### config.mk
export PLATFORM = sky130hd
export DESIGN_NAME = sdl_driver
export DESIGN_NICKNAME = d
export VERILOG_FILES = /design/src/rtl/sdl_pkg.sv /design/src/rtl/sdl_edge_sync.sv /design/src/rtl/sdl_shift_chain.sv /design/src/rtl/sdl_latch_bank.sv /design/src/rtl/sdl_out_mix.sv /design/src/rtl/sdl_driver.sv
export SDC_FILE = /design/constraint.sdc
export NUM_CORES = 1
export LEC_CHECK = 0
export BUFFER_PORTS_ARGS = -buffer_cell sky130_fd_sc_hd__buf_2
export CAP_MARGIN = 15
export CORE_ASPECT_RATIO = 0.75
export CORE_MARGIN = 3
export CORE_UTILIZATION = 59
export DETAILED_ROUTE_END_ITERATION = 10
export HOLD_SLACK_MARGIN = 0.05
export PLACE_DENSITY_LB_ADDON = 0.08
export SLEW_MARGIN = 20
export SYNTH_ARGS = -nofsm -noshare
export SYNTH_HDL_FRONTEND = slang
export SYNTH_HIERARCHICAL = 1
export SYNTH_SLANG_ARGS = --single-unit
### constraint.sdc
create_clock -name clk -period 2.68 [get_ports clk]
set_clock_uncertainty 0.2 [all_clocks]
set_input_delay 0.268 -clock clk [delete_from_list [all_inputs] [get_ports clk]]
set_output_delay 0.268 -clock clk [all_outputs]
set_load 0.03 [all_outputs]
### src/rtl/sdl_pkg.sv
package sdl_pkg;

   // Latch target encoding carried by the select input
   typedef enum logic {
      TGT_POLARITY = 1'b0,
      TGT_DATA     = 1'b1
   } latch_tgt_e;

   // Smallest synchronizer depth that is accepted
   localparam int unsigned SYNC_MIN = 2;

   // One channel of the output mixer: blank forces a one into the XNOR
   function automatic logic mix_bit(input logic blank_n, input logic data, input logic pol);
      logic sel_v;
      sel_v = blank_n ? data : 1'b1;
      return ~(sel_v ^ pol);
   endfunction

endpackage

### src/rtl/sdl_edge_sync.sv
module sdl_edge_sync #(
   parameter int unsigned STAGES = 2
) (
   input  logic clk,
   input  logic rst_n,
   input  logic sclk_in,
   input  logic din_in,
   output logic rise,
   output logic din_s
);
   import sdl_pkg::*;

   localparam int unsigned LAST = STAGES - 1;

   if (STAGES < SYNC_MIN) begin : g_bad_stages
      $error("sdl_edge_sync: STAGES below minimum");
   end

   logic [STAGES-1:0] sclk_pipe;
   logic [STAGES-1:0] din_pipe;
   logic              sclk_prev;

   for (genvar s = 0; s < STAGES; s++) begin : g_stage
      if (s == 0) begin : g_first
         always_ff @(posedge clk or negedge rst_n) begin
            if (!rst_n) begin
               sclk_pipe[s] <= 1'b0;
               din_pipe[s]  <= 1'b0;
            end else begin
               sclk_pipe[s] <= sclk_in;
               din_pipe[s]  <= din_in;
            end
         end
      end else begin : g_next
         always_ff @(posedge clk or negedge rst_n) begin
            if (!rst_n) begin
               sclk_pipe[s] <= 1'b0;
               din_pipe[s]  <= 1'b0;
            end else begin
               sclk_pipe[s] <= sclk_pipe[s-1];
               din_pipe[s]  <= din_pipe[s-1];
            end
         end
      end
   end

   always_ff @(posedge clk or negedge rst_n) begin
      if (!rst_n) sclk_prev <= 1'b0;
      else        sclk_prev <= sclk_pipe[LAST];
   end

   assign rise  = sclk_pipe[LAST] & ~sclk_prev;
   assign din_s = din_pipe[LAST];

endmodule

### src/rtl/sdl_shift_chain.sv
module sdl_shift_chain #(
   parameter int unsigned WIDTH   = 8,
   parameter bit          RETIME  = 1'b1
) (
   input  logic             clk,
   input  logic             rst_n,
   input  logic             adv,
   input  logic             din,
   output logic [WIDTH-1:0] q,
   output logic             cascade
);
   localparam int unsigned TOP = WIDTH - 1;

   if (WIDTH < 2) begin : g_bad_width
      $error("sdl_shift_chain: WIDTH must be at least 2");
   end

   always_ff @(posedge clk or negedge rst_n) begin
      if (!rst_n)   q <= '0;
      else if (adv) q <= {q[TOP-1:0], din};
   end

   if (RETIME) begin : g_retimed
      logic cas_q;
      always_ff @(posedge clk or negedge rst_n) begin
         if (!rst_n)   cas_q <= 1'b0;
         else if (adv) cas_q <= q[TOP];
      end
      assign cascade = cas_q;
   end else begin : g_direct
      assign cascade = q[TOP];
   end

endmodule

### src/rtl/sdl_latch_bank.sv
module sdl_latch_bank #(
   parameter int unsigned WIDTH          = 8,
   parameter bit          POL_RESET_ONES = 1'b1
) (
   input  logic              clk,
   input  logic              rst_n,
   input  logic              load,
   input  sdl_pkg::latch_tgt_e target,
   input  logic [WIDTH-1:0]  src,
   output logic [WIDTH-1:0]  data_q,
   output logic [WIDTH-1:0]  pol_q
);
   import sdl_pkg::*;

   localparam logic [WIDTH-1:0] POL_INIT = POL_RESET_ONES ? {WIDTH{1'b1}} : {WIDTH{1'b0}};

   logic load_data;
   logic load_pol;

   assign load_data = load && (target == TGT_DATA);
   assign load_pol  = load && (target == TGT_POLARITY);

   for (genvar i = 0; i < WIDTH; i++) begin : g_bit
      always_ff @(posedge clk or negedge rst_n) begin
         if (!rst_n) begin
            data_q[i] <= 1'b0;
            pol_q[i]  <= POL_INIT[i];
         end else begin
            if (load_data) data_q[i] <= src[i];
            if (load_pol)  pol_q[i]  <= src[i];
         end
      end
   end

endmodule

### src/rtl/sdl_out_mix.sv
module sdl_out_mix #(
   parameter int unsigned WIDTH = 8
) (
   input  logic             blank_n,
   input  logic [WIDTH-1:0] data,
   input  logic [WIDTH-1:0] pol,
   output logic [WIDTH-1:0] out
);
   import sdl_pkg::*;

   for (genvar i = 0; i < WIDTH; i++) begin : g_ch
      assign out[i] = mix_bit(blank_n, data[i], pol[i]);
   end

endmodule

### src/rtl/sdl_driver.sv
module sdl_driver #(
   parameter int unsigned CHANNELS       = 8,
   parameter int unsigned SYNC_STAGES    = 2,
   parameter bit          CASCADE_RETIME = 1'b1,
   parameter bit          POL_RESET_ONES = 1'b1
) (
   input  logic                clk,
   input  logic                rst_n,
   input  logic                shift_clk,
   input  logic                shift_din,
   input  logic                latch_en,
   input  logic                latch_sel,
   input  logic                blank_n,
   output logic                cascade_out,
   output logic [CHANNELS-1:0] drive_out
);
   import sdl_pkg::*;

   if (CHANNELS < 2) begin : g_bad_channels
      $error("sdl_driver: CHANNELS must be at least 2");
   end
   if (SYNC_STAGES < SYNC_MIN) begin : g_bad_sync
      $error("sdl_driver: SYNC_STAGES below minimum");
   end

   logic                shift_rise;
   logic                din_s;
   logic [CHANNELS-1:0] shift_q;
   logic [CHANNELS-1:0] data_q;
   logic [CHANNELS-1:0] pol_q;
   latch_tgt_e          target;

   assign target = latch_sel ? TGT_DATA : TGT_POLARITY;

   sdl_edge_sync #(.STAGES(SYNC_STAGES)) u_sync (
      .clk     (clk),
      .rst_n   (rst_n),
      .sclk_in (shift_clk),
      .din_in  (shift_din),
      .rise    (shift_rise),
      .din_s   (din_s)
   );

   sdl_shift_chain #(.WIDTH(CHANNELS), .RETIME(CASCADE_RETIME)) u_chain (
      .clk     (clk),
      .rst_n   (rst_n),
      .adv     (shift_rise),
      .din     (din_s),
      .q       (shift_q),
      .cascade (cascade_out)
   );

   sdl_latch_bank #(.WIDTH(CHANNELS), .POL_RESET_ONES(POL_RESET_ONES)) u_latch (
      .clk    (clk),
      .rst_n  (rst_n),
      .load   (latch_en),
      .target (target),
      .src    (shift_q),
      .data_q (data_q),
      .pol_q  (pol_q)
   );

   sdl_out_mix #(.WIDTH(CHANNELS)) u_mix (
      .blank_n (blank_n),
      .data    (data_q),
      .pol     (pol_q),
      .out     (drive_out)
   );

endmodule

==> results.toml <==
[clock_network]
clk_pin_slew_worst_paths_ps = 100
htree_levels = 2
cts_root_buf = "clkbuf_4"
cts.sinks = 30
clk_path_buf_depth = 2
numCtsBuffers = 5
cts_tree = "yes"
cts_resized = 0
clk_latency_ps = 320

[worst_setup_path]
endpoint = "drive_out[5]"
reg2regPathDepth = 2
critPathMaxFanout = 2
reg2reg_slack_ps = 1310
crit_cells = 3
required_ps = 2210
reg2reg_to = "u_chain/cascade"
crit_start = "u_latch/data_q[5]"
r2r-start = "u_sync/sclk_prev"
crit_chain = "nand2b_1 > xnor2_1 > buf_2"
cpLargestDelayFamily = "flip-flops"
cpMaxStageDelayCell = "dfrtp_1"
cp-start-kind = "register"
endpoint_kind = "output port"
cpPeakStageDelay_ps = 390
path_class = "register to output port"
cp_num_buf_inv = 1
cp.arrival_ps = 1200

[route]
vias = 646
firstDrtPassIters = 3
drt_iter0_markers = 13
postRouteWirelength_microns = 1857
ant_nets = 0
vias_per_cell = 5.295
drc_errors = 0
routedWlPerCell_microns = 15.22

[timing]
hold_viol = 0
rsz0062_at_grt = "false"
fin_crit_ps = 1667
max_freq_mhz = 599.9
worst_slew_pin_slew_ps = 632.8
slew_violations = 0
layout_setup_ws_ps = 1013
tns_ps = 0
setup_viol = 0
relSlewSlack_pct = 57.82
fin_crit_sh_pct = 62.20

[grt]
grt_max_degree = 31
grt_pass1_wl_microns = 3111
grt.total_usage_pct = 16.78
grt_pass1_vias = 673
overflow = 0
antenna_found_initial = 0

[floorplan]
fp-row-count = 13
dieArea_sq_um = 2775
initial_core_util_pct = 67.97
die_h_microns = 46.38
ioPinCount = 16
core-area_sq_um = 1887
die_w_microns = 59.84

[power]
power_leakage_nw = 0.6845
pwr_density_cell_nw_per_um2 = 1156
switching_share_pct = 34.11
internal-power_mw = 1.106
p_clk_share_pct = 16.2
p_comb_share_pct = 37.8
switching_power_uw = 572.7
peakVddDrop_v = 0.0008601
total_power_mw = 1.679
p_seq_share_pct = 46.0

[status]
status = "finished clean"

[final_layout]
utilization_pct = 76.99
stdcell_count = 122
nNetsFinal = 106
final_common_cell = "dfrtp_1"
diodes = 0
area_growth_pct = 13.27
multi_input_area_sq_um = 499.2
final_cell_mix = "dfrtp_1 (22), mux2_4 (17), buf_2 (15)"
regArea_sq_um = 760.7
nFillCells = 115
drive_gt1_share_pct = 58.00

[synthesis]
synth_cells = 76
syn-cell-area_sq_um = 1282
synth_nets = 83
avgSynthCellArea_sq_um = 16.87
ys_seq_area_share_pct = 59.32
yosys_warnings = 6
synth.distinct_cells = 10
ys_ff_latch = 30

[placement]
place_congestion = 0.6465
port_buffers = 15
place_inst = 111
pre_cts_ws_ps = 1288
hpwl_microns = 1214

[hold_path]
min-delay-path-class = "register to register"

[flow_run]
maxCapViolCount = 0
-- metal layers --
metal | vias up | routed length, microns | track usage (%)
li1 | 299 | - | -
met1 | 328 | 897 | 20.58
met2 | 15 | 848 | 26.72
met3 | 4 | 85 | 5.882
met4 | 0 | 25 | 7.965
met5 | - | 0 | 0
-- flip-flops by register name (all words and copies together), names as in the netlist --
signal and count:
u_chain/cascade 1, u_sync/sclk_pipe 2, u_latch/data_q 8, u_latch/pol_q 8, u_chain/q 8, u_sync/din_s 1, u_sync/din_pipe 1, u_sync/sclk_prev 1
-- power groups by stage --
stage          Clock, mW  Sequential (mW)  Combinational [mW]
2_1_floorplan          0            0.760               0.501
3_3_place_gp           0            0.772               0.623
3_5_place_dp           0            0.782               0.638
4_1_cts            0.281            0.774               0.644
5_1_grt            0.302            0.798               0.676
6_report           0.272            0.772               0.635
-- through the flow --
step           instance area, sq um  hold slack, ps
2_1_floorplan                  1282          -227.6
3_3_place_gp                   1363           120.0
3_5_place_dp                   1363           125.8
4_1_cts                        1453           155.0
5_1_grt                        1453           176.7
6_report                       1453           152.6
-- worst reg2reg max path: stages (launching register included) --
cell	delay, ps
dfrtp_1	400
nor2b_4	320
mux2_4	340
-- worst min path at each step --
| stage | startpoint | slack (ps) | depth (start not counted) | to |
|---|---|---|---|---|
| 2_1_floorplan | rst_n | -230 | 0 | u_chain/cascade |
| 3_3_place_gp | rst_n | 120 | 1 | u_latch/data_q[2] |
| 3_5_place_dp | rst_n | 130 | 1 | u_latch/data_q[3] |
| 4_1_cts | u_sync/sclk_pipe[0] | 160 | 0 | u_sync/sclk_pipe[1] |
| 5_1_grt | u_sync/din_pipe[0] | 180 | 0 | u_sync/din_s |
| 6_report | u_sync/sclk_pipe[0] | 150 | 0 | u_sync/sclk_pipe[1] |
-- synth_stat cells --
cell type,number,share of area (%)
mux2_2,8,7.0
buf_6,2,1.8
dfstp_2,8,16
nand2b_4,1,1.1
nand2b_1,8,3.9
nand2_2,1,0.49
dfrtp_1,22,43
nor2b_4,1,1.1
xnor2_1,8,5.5
mux2_4,17,20
-- timing repair --
action / CTS / global route
setup buffers: 0 / 0
endpoints found under the hold margin: 24 / 0
hold buffers: 3 / 0
-- final cells by class --
class                      instances  area share, %
clock inverter                     1         0.3445
timing repair buffer              18          7.235
multi-input combinational         44          34.37
tap                               22          1.895
sequential                        30          52.37
clock buffer                       7          3.790
-- kinds of logic after synthesis --
logic type	Yosys count	synth area share [%]
flip-flops	30	59.32
AND/OR/NAND/NOR	11	6.537
buffers and inverters	2	1.756
XOR/XNOR	8	5.464
multiplexers	25	26.93
Power figures use the tool's default switching activity.
